===== config.mk =====
export PLATFORM = sky130hd
export DESIGN_NAME = acc_alu
export DESIGN_NICKNAME = d
export VERILOG_FILES = /design/src/rtl/acc_alu_pkg.sv /design/src/rtl/acc_alu_arith.sv /design/src/rtl/acc_alu_logic.sv /design/src/rtl/acc_alu_szp.sv /design/src/rtl/acc_alu.sv
export SDC_FILE = /design/constraint.sdc
export NUM_CORES = 1
export LEC_CHECK = 0
export ABC_AREA = 1
export BUFFER_PORTS_ARGS = -buffer_cell sky130_fd_sc_hd__clkbuf_2
export CAP_MARGIN = 20
export CORE_MARGIN = 4
export CORE_UTILIZATION = 25
export DETAILED_ROUTE_END_ITERATION = 16
export GPL_TIMING_DRIVEN = 0
export RECOVER_POWER = 50
export SLEW_MARGIN = 20
export SYNTH_ARGS = -nofsm -noshare
export SYNTH_HDL_FRONTEND = slang
export SYNTH_SLANG_ARGS = --single-unit

===== constraint.sdc =====
create_clock -name clk_i -period 3.1 [get_ports clk_i]
set_clock_uncertainty 0.1 [all_clocks]
set_input_delay 0.31 -clock clk_i [delete_from_list [all_inputs] [get_ports clk_i]]
set_output_delay 0.31 -clock clk_i [all_outputs]
set_load 0.05 [all_outputs]

===== src/rtl/acc_alu_pkg.sv =====
`timescale 1ns/1ps
package acc_alu_pkg;
  localparam int OP_W   = 4;
  localparam int FLAG_W = 8;

  localparam logic [OP_W-1:0] OP_ADD = 4'd0;
  localparam logic [OP_W-1:0] OP_ADC = 4'd1;
  localparam logic [OP_W-1:0] OP_SUB = 4'd2;
  localparam logic [OP_W-1:0] OP_SBB = 4'd3;
  localparam logic [OP_W-1:0] OP_INC = 4'd4;
  localparam logic [OP_W-1:0] OP_DEC = 4'd5;
  localparam logic [OP_W-1:0] OP_AND = 4'd6;
  localparam logic [OP_W-1:0] OP_OR  = 4'd7;
  localparam logic [OP_W-1:0] OP_XOR = 4'd8;
  localparam logic [OP_W-1:0] OP_CMA = 4'd9;
  localparam logic [OP_W-1:0] OP_RLC = 4'd10;
  localparam logic [OP_W-1:0] OP_RRC = 4'd11;

  localparam int F_S  = 7;
  localparam int F_Z  = 6;
  localparam int F_AC = 4;
  localparam int F_P  = 2;
  localparam int F_CY = 0;

  function automatic logic is_arith(input logic [OP_W-1:0] op);
    return op <= OP_DEC;
  endfunction

  function automatic logic is_bitwise(input logic [OP_W-1:0] op);
    return (op == OP_AND) || (op == OP_OR) || (op == OP_XOR);
  endfunction

  function automatic logic [FLAG_W-1:0] pack_flags(input logic s, input logic z,
                                                   input logic ac, input logic p,
                                                   input logic cy);
    logic [FLAG_W-1:0] f;
    f       = '0;
    f[F_S]  = s;
    f[F_Z]  = z;
    f[F_AC] = ac;
    f[F_P]  = p;
    f[F_CY] = cy;
    return f;
  endfunction
endpackage


===== src/rtl/acc_alu_arith.sv =====
`timescale 1ns/1ps
module acc_alu_arith
  import acc_alu_pkg::*;
#(
  parameter int DW = 8
) (
  input  logic [OP_W-1:0] op_i,
  input  logic [DW-1:0]   a_i,
  input  logic [DW-1:0]   b_i,
  input  logic            cy_i,
  output logic [DW-1:0]   res_o,
  output logic            cy_o,
  output logic            ac_o
);
  localparam int NIB = 4;

  logic [DW-1:0] b_eff;
  logic          cin;
  logic          borrow_mode;
  logic [DW:0]   sum;

  always_comb begin
    b_eff       = b_i;
    cin         = 1'b0;
    borrow_mode = 1'b0;
    unique case (op_i)
      OP_ADC: cin = cy_i;
      OP_SUB: begin b_eff = ~b_i; cin = 1'b1;  borrow_mode = 1'b1; end
      OP_SBB: begin b_eff = ~b_i; cin = ~cy_i; borrow_mode = 1'b1; end
      OP_INC: begin b_eff = '0;   cin = 1'b1; end
      OP_DEC: begin b_eff = '1;   cin = 1'b0; end
      default: ;
    endcase
  end

  assign sum   = {1'b0, a_i} + {1'b0, b_eff} + {{DW{1'b0}}, cin};
  assign res_o = sum[DW-1:0];
  // carry out of the top bit becomes a borrow in subtract mode
  assign cy_o  = sum[DW] ^ borrow_mode;
  // carry into bit NIB recovered from the sum and the two addends
  assign ac_o  = a_i[NIB] ^ b_eff[NIB] ^ sum[NIB];
endmodule


===== src/rtl/acc_alu_logic.sv =====
`timescale 1ns/1ps
module acc_alu_logic
  import acc_alu_pkg::*;
#(
  parameter int DW = 8
) (
  input  logic [OP_W-1:0] op_i,
  input  logic [DW-1:0]   a_i,
  input  logic [DW-1:0]   b_i,
  output logic [DW-1:0]   res_o,
  output logic            out_bit_o
);
  always_comb begin
    res_o     = a_i;
    out_bit_o = 1'b0;
    unique case (op_i)
      OP_AND: res_o = a_i & b_i;
      OP_OR:  res_o = a_i | b_i;
      OP_XOR: res_o = a_i ^ b_i;
      OP_CMA: res_o = ~a_i;
      OP_RLC: begin res_o = {a_i[DW-2:0], a_i[DW-1]}; out_bit_o = a_i[DW-1]; end
      OP_RRC: begin res_o = {a_i[0], a_i[DW-1:1]};    out_bit_o = a_i[0];    end
      default: ;
    endcase
  end
endmodule


===== src/rtl/acc_alu_szp.sv =====
`timescale 1ns/1ps
module acc_alu_szp #(
  parameter int DW = 8
) (
  input  logic [DW-1:0] res_i,
  output logic          s_o,
  output logic          z_o,
  output logic          p_o
);
  assign s_o = res_i[DW-1];
  assign z_o = (res_i == '0);
  assign p_o = ~^res_i;  // even number of ones
endmodule


===== src/rtl/acc_alu.sv =====
`timescale 1ns/1ps
module acc_alu
  import acc_alu_pkg::*;
#(
  parameter int DW = 8
) (
  input  logic              clk_i,
  input  logic              rst_ni,
  input  logic [OP_W-1:0]   op_i,
  input  logic [DW-1:0]     operand_i,
  input  logic              load_i,
  output logic [DW-1:0]     acc_o,
  output logic [FLAG_W-1:0] flags_o,
  output logic [DW+FLAG_W-1:0] psw_o
);
  logic [DW-1:0]     acc_q, acc_d;
  logic [FLAG_W-1:0] flg_q, flg_d;

  logic [DW-1:0] ar_res, lg_res;
  logic          ar_cy, ar_ac, lg_bit;
  logic          s_n, z_n, p_n;

  acc_alu_arith #(.DW(DW)) u_arith (
    .op_i(op_i), .a_i(acc_q), .b_i(operand_i), .cy_i(flg_q[F_CY]),
    .res_o(ar_res), .cy_o(ar_cy), .ac_o(ar_ac)
  );

  acc_alu_logic #(.DW(DW)) u_logic (
    .op_i(op_i), .a_i(acc_q), .b_i(operand_i),
    .res_o(lg_res), .out_bit_o(lg_bit)
  );

  logic [DW-1:0] res_sel;
  assign res_sel = is_arith(op_i) ? ar_res : lg_res;

  acc_alu_szp #(.DW(DW)) u_szp (
    .res_i(res_sel), .s_o(s_n), .z_o(z_n), .p_o(p_n)
  );

  always_comb begin
    acc_d = acc_q;
    flg_d = flg_q;
    if (load_i) begin
      if (is_arith(op_i)) begin
        acc_d = ar_res;
        flg_d = pack_flags(s_n, z_n, ar_ac, p_n,
                           (op_i == OP_INC || op_i == OP_DEC) ? flg_q[F_CY] : ar_cy);
      end else if (is_bitwise(op_i)) begin
        acc_d = lg_res;
        flg_d = pack_flags(s_n, z_n, 1'b0, p_n, 1'b0);
      end else if (op_i == OP_CMA) begin
        acc_d = lg_res;
      end else if (op_i == OP_RLC || op_i == OP_RRC) begin
        acc_d        = lg_res;
        flg_d[F_CY]  = lg_bit;
      end
    end
  end

  always_ff @(posedge clk_i or negedge rst_ni) begin
    if (!rst_ni) begin
      acc_q <= '0;
      flg_q <= '0;
    end else begin
      acc_q <= acc_d;
      flg_q <= flg_d;
    end
  end

  assign acc_o   = acc_q;
  assign flags_o = flg_q;
  assign psw_o   = {acc_q, flg_q};
endmodule


==> flow_metrics.env, run 1 <==
export IMPL_synth_cell_types=27
export IMPL_crit_buf_inv=6
export IMPL_drv_cap=0
export IMPL_hold_violations=0
export IMPL_relSlewSlack_pct=52.2
export IMPL_drive_gt1_share_pct=24.1
export IMPL_hold_slack_ns=0.353
export IMPL_initial_utilization_pct=25.7
export IMPL_drv_slew=0
export IMPL_critPathLaunchType="input port"
export IMPL_timing_rr_end="flags_o[2]$_DFFE_PN0P_"
export IMPL_grt_max_degree=14
export IMPL_worst_setup_path_type="input port to flip-flop"
export IMPL_vdd_ir_drop_max_mv=0.597
export IMPL_crit_path_max_fanout=7
export IMPL_crit_chain="buf_4 > nor2_4 > inv_2 > nor2_4 > inv_4 > nand2_4 > o21ai_4 > buf_4 > o21ai_0 > o21ai_0 > ha_1 > nand2_1 > inv_1 > nand2_1 > nand3_2 > nor2_1 > o21ai_0 > nand2_1 > inv_2 > ha_4 > xnor2_2 > xnor2_1 > o21ai_1"
export IMPL_reg2regPathDepth=15
export IMPL_clkTransAtPathRegs_ns=0.06
export IMPL_gp_congestion=0.872
export IMPL_die_w_um=106
export IMPL_hold_start="op_i[3]"
export IMPL_synth_mux_area_fraction_pct=0
export IMPL_track_usage_pct=12.7
export IMPL_setup_viol=0
export IMPL_synth_xor_area_share_pct=1.83
export IMPL_cp_slowest_cell="ha_1"
export IMPL_rows=35
export IMPL_design_core_area_mm2=0.00928
export IMPL_dpl_cell_area_mm2=0.00279
export IMPL_hold_end="flags_o[7]$_DFFE_PN0P_"
export IMPL_fin_cells=594
export IMPL_dp_hpwl_um=5800
export IMPL_synth_cell_area_mm2=0.00239
export IMPL_p_seq_share_pct=17.3
export IMPL_reg2reg_slack_ns=0.30
export IMPL_layout_min_cycle_time_ns=2.96
export IMPL_p_per_area_mw_per_mm2=636
export IMPL_synth_seq_area_share_pct=13.6
export IMPL_syn_inst=402
export IMPL_fin_nets=510
export IMPL_cts_root_buffer="clkbuf_8"
export IMPL_synth_simple_area_share_pct=40.7
export IMPL_syn2layout_area_growth_pct=27.1
export IMPL_required_ns=3.12
export IMPL_p_clk_share_pct=7.7
export IMPL_drc_errors=0
export IMPL_power_leakage_nw=1.78
export IMPL_cts_buffers_inserted=3
export IMPL_p_sw_mw=1.11
export IMPL_cp_end_kind="flip-flop"
export IMPL_reg2reg_from="flags_o[0]$_DFFE_PN0P_"
export IMPL_drt_total_wl_um=7360
export IMPL_synth_compound_area_share_pct=8.43
export IMPL_placedCellCount=575
export IMPL_final_area_mm2=0.00304
export IMPL_swShare_pct=57.3
export IMPL_synth_top_area_share_pct=21.0
export IMPL_worst_ep_arrival_time_ns=2.98
export IMPL_fin_tns_setup_ns=0
export IMPL_port_buffers=39
export IMPL_diodes=0
export IMPL_hold_depth=4
export IMPL_ant_nets=0
export IMPL_die_area_mm2=0.0112
export IMPL_fill_cells=1050
export IMPL_io_pins=47
export IMPL_status="complete, no violations"
export IMPL_clock_path_buffers=2
export IMPL_crit_family="simple AND/OR/NAND/NOR gates"
export IMPL_ys_ff_latch=13
export IMPL_cts_tree="done"
export IMPL_drt_pass1_iter_count=4
export IMPL_synth_largest_area_cell="nand2_1"
export IMPL_synth_fa_ha_area_share_pct=15.8
export IMPL_avgSynthCellArea_um2=5.94
export IMPL_synth_area_top_cells="nand2_1, ha_1, dfrtp_1"
export IMPL_combPwrFrac_pct=75.0
export IMPL_vias_per_cell=4.35
export IMPL_fin_crit_sh_pct=95.4
export IMPL_wl_per_cell_um=12.4
export IMPL_first_iter_violations=100
export IMPL_regArea_um2=325
export IMPL_p_int_mw=0.824
export IMPL_slowest_delay_ns=0.37
export IMPL_die_h_um=106
export IMPL_antenna_found_initial=0
export IMPL_vias=2584
export IMPL_synth_top_family_by_area="simple AND/OR/NAND/NOR gates"
export IMPL_timing_fmax_mhz=338
export IMPL_hold_class="input port to flip-flop"
export IMPL_htree_levels=1
export IMPL_multiInputGateArea_mm2=0.00173
export IMPL_grt_pass1_wl_um=11800
export IMPL_worst_slew_pin_slew_ns=0.717
export IMPL_grt_ovfl_total=0
export IMPL_ys_warn_count=0
export IMPL_grt_pass1_vias=2440
export IMPL_cts_sinks=13
export IMPL_clk_latency_ns=0.24
## how the worst max path moves through the flow
| stage | start | slack (ns) | cells past startpoint | to |
|---|---|---|---|---|
| after detailed placement | op_i[2] | -0.48 | 21 | flags_o[2]$_DFFE_PN0P_ |
| after global placement | op_i[2] | -0.45 | 20 | flags_o[2]$_DFFE_PN0P_ |
| after global routing | op_i[2] | -0.04 | 23 | flags_o[2]$_DFFE_PN0P_ |
| final | op_i[2] | 0.14 | 23 | flags_o[2]$_DFFE_PN0P_ |
| after CTS | op_i[2] | 0.0002 | 19 | flags_o[2]$_DFFE_PN0P_ |
| after floorplan | op_i[3] | 0.008 | 19 | flags_o[2]$_DFFE_PN0P_ |
## repair_timing
action / CTS / global route
gates cloned: 0 / 0
hold buffers: 1 / 0
setup buffers: 7 / 7
pin swaps: 7 / 16
endpoints found under the hold margin: 13 / 0
setup endpoints to repair: 1 / 1
resized for setup: 5 / 24
## through the flow
step | utilization [%] | worst slack, ns | total power [mW]
floorplan | - | 0.00836 | 1.32
global placement | 30.0 | -0.450 | 1.60
detailed placement | 30.0 | -0.481 | 1.62
CTS | 31.3 | 0.000193 | 1.82
global route | 32.7 | -0.0419 | 2.10
finish | 32.7 | 0.141 | 1.93
## registers in the layout, indices dropped and copies added, names as in the netlist
register	flops
acc_o	8
flags_o	5
## cells by family (layout without fill, tap and decap cells)
| logic type | count (synthesis) | count (layout) |
|---|---|---|
| AO/OA/AOI/OAI | 35 | 35 |
| AND/OR/NAND/NOR | 224 | 224 |
| adder cells (fa/ha/maj) | 29 | 29 |
| other | 1 | 6 |
| XOR/XNOR | 5 | 5 |
| buffers and inverters | 95 | 153 |
| flip-flops | 13 | 13 |
## per-layer routing
metal  wire length, µm  GRT usage (%)
met2              3690           23.3
met5                 0              0
met4                36           1.30
met3               353           1.22
met1              3280           16.7
## cell usage in the layout (no fill, tap or decap), drive strengths merged
| cell | n |
|---|---|
| dlygate4sd3 | 1 |
| nand4 | 3 |
| xnor2 | 3 |
| dfrtp | 13 |
| fa | 2 |
| nand2 | 137 |
| inv | 69 |
| conb | 6 |
| buf | 41 |
| o31ai | 1 |
| or2 | 1 |
| xor2 | 2 |
| o21ai | 20 |
| clkbuf | 42 |
| o21a | 1 |
| nand3 | 43 |
| a22oi | 1 |
| nor2 | 40 |
| ha | 27 |
| a21oi | 11 |
| o211ai | 1 |
## cells in the mapped netlist
| master | n |
|---|---|
| nor2_1 | 33 |
| buf_6 | 3 |
| nor2_4 | 2 |
| conb_1 | 1 |
| nand3_1 | 43 |
| a22oi_2 | 1 |
| or2_2 | 1 |
| o211ai_1 | 1 |
| o31ai_1 | 1 |
| dfrtp_1 | 13 |
| inv_2 | 6 |
| o21ai_4 | 1 |
| fa_1 | 2 |
| inv_1 | 63 |
| nor2_2 | 3 |
| buf_4 | 23 |
| a21oi_1 | 11 |
| nand2_1 | 134 |
| xnor2_1 | 3 |
| o21a_1 | 1 |
| xor2_1 | 2 |
| nand2_2 | 2 |
| nor2_8 | 2 |
| o21ai_0 | 19 |
| nand4_1 | 3 |
| nand2_4 | 1 |
| ha_1 | 27 |
## worst reg2reg max path: stages (launching register included)
cell     delay (ns)
dfrtp_1        0.40
o21ai_0        0.22
o21ai_2        0.09
fa_2           0.37
inv_2          0.06
fa_2           0.22
inv_2          0.07
a21oi_4        0.17
nor2_1         0.05
o21ai_0        0.15
nand2_1        0.11
inv_2          0.08
ha_4           0.21
xnor2_2        0.13
xnor2_1        0.17
o21ai_1        0.07
## final cells by class
cell class                 instances  area share, %
multi-input combinational        299           57.0
sequential                        13           10.7
timing repair buffer              54           9.76
inverter                          69           8.69
buffer                            26           7.04
tap                              129           5.31
clock buffer                       4           1.48
## power groups by stage
stage / Clock (mW) / Combinational [mW] / Sequential (mW)
floorplan: 0 / 0.870 / 0.448
global placement: 0 / 1.26 / 0.338
global route: 0.160 / 1.59 / 0.350
CTS: 0.155 / 1.32 / 0.338
finish: 0.149 / 1.45 / 0.333
detailed placement: 0 / 1.28 / 0.339
Note: power is estimated with default switching activity, not from simulation.
==> run 2, diff against run 1 <==
==> constraint.sdc (replaced) <==
create_clock -name clk_i -period 2.4 [get_ports clk_i]
set_clock_uncertainty 0.1 [all_clocks]
set_input_delay 0.24 -clock clk_i [delete_from_list [all_inputs] [get_ports clk_i]]
set_output_delay 0.24 -clock clk_i [all_outputs]
set_load 0.05 [all_outputs]
==> run 2 against run 1 <==
Effect of this change: the flow now finishes with violations (setup timing); hold slack worse by 0.092 ns; non-clock buffer count up 14; register-to-register slack worse by 0.65 ns; largest cell class unchanged; via count up 4.6%; critical endpoint unchanged; sequential share of layout area down 0.89 points; utilization up 3.0 points; clock power up 31%; design area up 9.1%; flip-flop and latch count unchanged.
==> flow_metrics.env, run 2 (synthesized netlist as in run 1, its figures left out) <==
export IMPL_io_pins=47
export IMPL_drv_slew=0
export IMPL_top_layer_used="met4"
export IMPL_met2_length_um=3810
export IMPL_placedCellCount=575
export IMPL_grt_ovfl_total=0
export IMPL_cts_sinks=13
export IMPL_die_h_um=106
export IMPL_drv_cap=0
export IMPL_p_clk_share_pct=7.2
export IMPL_cp_end_kind="flip-flop"
export IMPL_required_ns=2.43
export IMPL_relSlewSlack_pct=51.9
export IMPL_dp_hpwl_um=5750
export IMPL_rows=35
export IMPL_p_per_area_mw_per_mm2=822
export IMPL_power_leakage_nw=1.88
export IMPL_crit_chain="clkbuf_16 > nor2_4 > inv_2 > nor2_4 > inv_4 > nand2_4 > o21ai_4 > buf_12 > o21ai_1 > o21ai_1 > ha_1 > a21oi_1 > nand3_1 > nand2_1 > nand3_1 > nand2_2 > inv_2 > ha_4 > xnor2_2 > xnor2_1 > o21ai_1"
export IMPL_htree_levels=1
export IMPL_diodes=0
export IMPL_die_w_um=106
export IMPL_p_int_mw=1.20
export IMPL_p_sw_mw=1.53
export IMPL_fin_cells=608
export IMPL_clk_latency_ns=0.24
export IMPL_worst_ep_arrival_time_ns=2.81
export IMPL_cts_root_buffer="clkbuf_8"
export IMPL_fill_cells=1031
export IMPL_vdd_ir_drop_max_mv=0.884
export IMPL_clkTransAtPathRegs_ns=0.06
export IMPL_grt_max_degree=14
export IMPL_met1_length_um=3390
export IMPL_timing_fmax_mhz=359
export IMPL_track_usage_pct=13.7
export IMPL_layout_common_cells="nand2_1, inv_1, buf_4"
export IMPL_setup_viol=3
export IMPL_largest_reg_flops=8
export IMPL_regArea_um2=325
export IMPL_power_mw=2.73
export IMPL_multiInputGateArea_mm2=0.00185
export IMPL_drt_total_wl_um=7850
export IMPL_drt_pass1_iter_count=4
export IMPL_grt_pass1_vias=2660
export IMPL_combPwrFrac_pct=76.9
export IMPL_worst_slew_pin_slew_ns=0.722
export IMPL_rsz0062_at_grt="true"
export IMPL_violations="setup timing"
export IMPL_fin_crit_sh_pct=116
export IMPL_ant_nets=0
export IMPL_swShare_pct=56.1
export IMPL_initial_utilization_pct=25.7
export IMPL_setup_slack_ns=-0.387
export IMPL_vias=2704
export IMPL_p_seq_share_pct=15.9
export IMPL_dpl_cell_area_mm2=0.00279
export IMPL_drive_gt1_share_pct=33.0
export IMPL_syn2layout_area_growth_pct=38.7
export IMPL_cts_tree="done"
export IMPL_grt_pass1_wl_um=12800
export IMPL_clock_path_buffers=2
export IMPL_final_area_mm2=0.00331
export IMPL_crit_path_max_fanout=7
export IMPL_gp_congestion=0.901
export IMPL_design_core_area_mm2=0.00928
export IMPL_vias_per_cell=4.45
export IMPL_first_iter_violations=99
export IMPL_critPathLaunchType="input port"
export IMPL_antenna_found_initial=0
export IMPL_cts_buffers_inserted=3
export IMPL_fin_nets=524
export IMPL_layout_min_cycle_time_ns=2.79
export IMPL_port_buffers=39
export IMPL_final_common_cell="nand2_1"
export IMPL_path_common_cell="o21ai_1"
export IMPL_status="complete, but fails checks"
export IMPL_wl_per_cell_um=12.9
export IMPL_wl_met3_um=494
export IMPL_die_area_mm2=0.0112
export IMPL_slowest_delay_ns=0.36
export IMPL_worst_setup_path_type="input port to flip-flop"
export IMPL_hold_class="input port to flip-flop"
export IMPL_drc_errors=0
export IMPL_cp_slowest_cell="ha_1"
export IMPL_hold_violations=0
run 2: changes by cell type in the layout (fill, tap and decap cells not counted), moves of 6 or more:
cell,delta
inv_1,-7
nand2_2,+8
nand3_1,-6
buf_4,+8
o21ai_0,-8
inv_2,+6
nand2_1,-10
nand3_2,+6
run 2: layout make-up:
| cell class | count | area share, % |
|---|---|---|
| plain buffers | 26 | 6.61 |
| flip-flops and latches | 13 | 9.82 |
| repair buffers | 68 | 13.6 |
| clock buffers | 4 | 1.36 |
| well taps | 129 | 4.87 |
| inverters | 69 | 8.04 |
| multi-input cells | 299 | 55.8 |
run 2: routing by layer:
layer  up-vias  track usage, %
li1       1368               -
met1      1237            17.9
met5         -               0
met3        16            1.35
met4         0            4.07
met2        83            23.7
run 2: worst max-delay path: cells and delay by family:
kind | cells | cell delay (ns)
buf+inv | 5 | 0.42
simple gates | 7 | 0.67
xor+xnor | 2 | 0.25
fa+ha+maj | 2 | 0.63
compound gates | 5 | 0.62
run 2: final timing paths:
kind / slack [ns] / cells after the start / start / to
setup reg to reg: -0.35 / 12 / flags_o[0]$_DFFE_PN0P_ / flags_o[2]$_DFFE_PN0P_
setup / recovery: -0.39 / 21 / op_i[2] / flags_o[2]$_DFFE_PN0P_
max in group asynchronous: 1.28 / 2 / rst_ni / acc_o[1]$_DFFE_PN0P_
min in group asynchronous: 0.46 / 2 / rst_ni / flags_o[6]$_DFFE_PN0P_
hold / removal: 0.26 / 4 / op_i[3] / flags_o[7]$_DFFE_PN0P_
hold reg to reg: 0.42 / 2 / flags_o[7]$_DFFE_PN0P_ / flags_o[7]$_DFFE_PN0P_
run 2: repair_timing:
| item | in CTS | in global routing |
|---|---|---|
| hold buffers | 1 | 0 |
| pin swaps | 23 | 31 |
| setup endpoints to repair | 8 | 3 |
| setup buffers | 20 | 11 |
| hold endpoints to repair | 13 | 0 |
| resized for setup | 26 | 52 |
run 2: power by group through the flow:
stage          registers (mW)  logic (mW)  clock network [mW]
6_report                0.433        2.10               0.195
5_1_grt                 0.452        2.29               0.214
4_1_cts                 0.428        1.82               0.201
3_5_place_dp            0.434        1.65                   0
3_3_place_gp            0.433        1.63                   0
2_1_floorplan           0.578        1.12                   0
run 2: through the flow:
| stage | TNS, ns | util [%] | hold slack, ns | setup WS [ns] |
|---|---|---|---|---|
| after global routing | -1.27 | 35.7 | 0.268 | -0.547 |
| after CTS | -0.726 | 33.4 | 0.252 | -0.412 |
| final | -0.652 | 35.7 | 0.261 | -0.387 |
| after global placement | -5.00 | 30.1 | 0.0569 | -1.14 |
| after floorplan | -0.939 | - | -0.156 | -0.617 |
| after detailed placement | -5.24 | 30.1 | 0.0582 | -1.16 |
==> run 3, diff against run 2 <==
--- a/config.mk
+++ b/config.mk
@@ -9,9 +9,10 @@
 export BUFFER_PORTS_ARGS = -buffer_cell sky130_fd_sc_hd__clkbuf_2
 export CAP_MARGIN = 20
 export CORE_MARGIN = 4
-export CORE_UTILIZATION = 25
+export CORE_UTILIZATION = 47
 export DETAILED_ROUTE_END_ITERATION = 16
 export GPL_TIMING_DRIVEN = 0
+export PLACE_DENSITY = 0.72
 export RECOVER_POWER = 50
 export SLEW_MARGIN = 20
 export SYNTH_ARGS = -nofsm -noshare
==> run 3 against run 2 <==
Effect of this change: the flow still finishes with violations (setup timing); utilization grew 33 points; non-clock buffer count grew 1; via count grew 8.9%; design area shrank 0.87%; first-iteration DRC count grew to 3.1 times the previous value; register-to-register slack lost 0.07 ns; sequential power is essentially flat; power grew 4.7%; critical path type unchanged.
==> flow_metrics.env, run 3 (synthesized netlist as in run 1, its figures left out) <==
export IMPL_crit_path_max_fanout=3
export IMPL_cp_end_kind="flip-flop"
export IMPL_track_usage_pct=22.5
export IMPL_rows=25
export IMPL_fin_tns_setup_ns=-1.06
export IMPL_dp_hpwl_um=5190
export IMPL_power_mw=2.85
export IMPL_hold_class="input port to flip-flop"
export IMPL_final_common_cell="nand2_1"
export IMPL_dpl_worst_slack_ns=-1.13
export IMPL_antenna_found_initial=0
export IMPL_fin_nets=525
export IMPL_required_ns=2.43
export IMPL_reg2reg_from="flags_o[0]$_DFFE_PN0P_"
export IMPL_timing_rr_end="flags_o[2]$_DFFE_PN0P_"
export IMPL_cts_tree="done"
export IMPL_fin_crit_sh_pct=120
export IMPL_cts_buffers_inserted=3
export IMPL_worst_setup_path_type="input port to flip-flop"
export IMPL_vias_per_cell=5.38
export IMPL_die_w_um=79.3
export IMPL_port_buffers=39
export IMPL_hold_slack_ns=0.249
export IMPL_clk_latency_ns=0.25
export IMPL_power_leakage_nw=1.90
export IMPL_worst_ep_arrival_time_ns=2.92
export IMPL_cts_root_buffer="clkbuf_8"
export IMPL_worst_slew_pin_slew_ns=0.699
export IMPL_cp_startpoint="op_i[2]"
export IMPL_cp_endpoint="flags_o[2]$_DFFE_PN0P_"
export IMPL_p_per_area_mw_per_mm2=868
export IMPL_syn2layout_area_growth_pct=37.5
export IMPL_drt_pass1_iter_count=5
export IMPL_drv_cap=0
export IMPL_clock_path_buffers=2
export IMPL_hold_violations=0
export IMPL_reg2reg_slack_ns=-0.42
export IMPL_grt_pass1_wl_um=11600
export IMPL_vias=2945
export IMPL_drt_total_wl_um=8070
export IMPL_drv_slew=0
export IMPL_clkTransAtPathRegs_ns=0.06
export IMPL_relSlewSlack_pct=53.4
export IMPL_grt_ovfl_total=0
export IMPL_final_area_mm2=0.00329
export IMPL_fin_cells=547
export IMPL_reg2regPathDepth=17
export IMPL_grt_pass1_vias=2461
export IMPL_gp_congestion=0.890
export IMPL_layout_min_cycle_time_ns=2.89
export IMPL_design_core_area_mm2=0.00482
export IMPL_timing_fmax_mhz=346
export IMPL_wl_per_cell_um=14.7
export IMPL_die_area_mm2=0.00629
export IMPL_vdd_ir_drop_max_mv=0.522
export IMPL_rsz0062_at_grt="true"
export IMPL_die_h_um=79.3
export IMPL_setup_viol=4
export IMPL_cts_sinks=13
export IMPL_placedCellCount=513
export IMPL_first_iter_violations=302
export IMPL_final_util_pct=68.2
export IMPL_critPathLaunchType="input port"
export IMPL_htree_levels=1
export IMPL_violations="setup timing"
export IMPL_diodes=0
export IMPL_dpl_cell_area_mm2=0.00271
export IMPL_drc_errors=0
export IMPL_layout_common_cells="nand2_1, inv_1, buf_4"
export IMPL_initial_utilization_pct=49.6
export IMPL_largest_reg_flops=8
export IMPL_status="complete, but fails checks"
export IMPL_io_pins=47
export IMPL_setup_slack_ns=-0.492
export IMPL_grt_max_degree=14
export IMPL_drive_gt1_share_pct=36.0
export IMPL_ant_nets=0
[run 3: cell type report]
cell class | instances | area [µm²]
buffer | 26 | 219
clock buffer | 4 | 45.0
fill | 402 | 1530
inverter | 69 | 269
multi-input combinational | 299 | 1890
sequential | 13 | 327
tap | 67 | 83.8
timing repair buffer | 69 | 450
[run 3: report_power, final]
part / total (mW) / internal [mW] / switching [mW]
clock network: 0.204 / 0.118 / 0.0867
logic: 2.22 / 0.830 / 1.39
registers: 0.430 / 0.281 / 0.149
total: 2.85 / 1.23 / 1.62
[run 3: critical path: stages]
cell and delay [ns]:
clkbuf_16 0.13, nor2_4 0.12, inv_2 0.05, nor2_4 0.14
inv_4 0.06, nand2_4 0.07, o21ai_4 0.07, o21ai_2 0.07
o21ai_2 0.07, fa_2 0.36, inv_2 0.07, fa_2 0.43
or2_4 0.25, nand2_4 0.07, inv_2 0.05, ha_4 0.22
xor2_2 0.17, xnor2_1 0.18, o21ai_1 0.10
[run 3: metal layers]
| metal | up-vias | wire length, µm | global-route usage, % |
|---|---|---|---|
| met5 | - | 0 | 0 |
| met1 | 1300 | 3190 | 30.7 |
| li1 | 1376 | - | - |
| met4 | 0 | 412 | 6.01 |
| met2 | 221 | 3750 | 37.8 |
| met3 | 48 | 715 | 2.38 |
[run 3: how the worst min path moves through the flow]
stage	start	endpoint	cells after the start
after floorplan	rst_ni	acc_o[0]$_DFFE_PN0P_	0
after global placement	rst_ni	flags_o[7]$_DFFE_PN0P_	1
after detailed placement	rst_ni	flags_o[6]$_DFFE_PN0P_	1
after CTS	op_i[3]	flags_o[7]$_DFFE_PN0P_	4
after global routing	op_i[3]	flags_o[7]$_DFFE_PN0P_	4
final	op_i[3]	flags_o[7]$_DFFE_PN0P_	4
[run 3: what timing repair did]
item,in CTS,in global routing
pin swaps,23,35
gates resized for setup,25,68
endpoints found under the hold margin,13,0
hold buffers,1,0
setup buffers,22,8
setup endpoints to repair,8,5
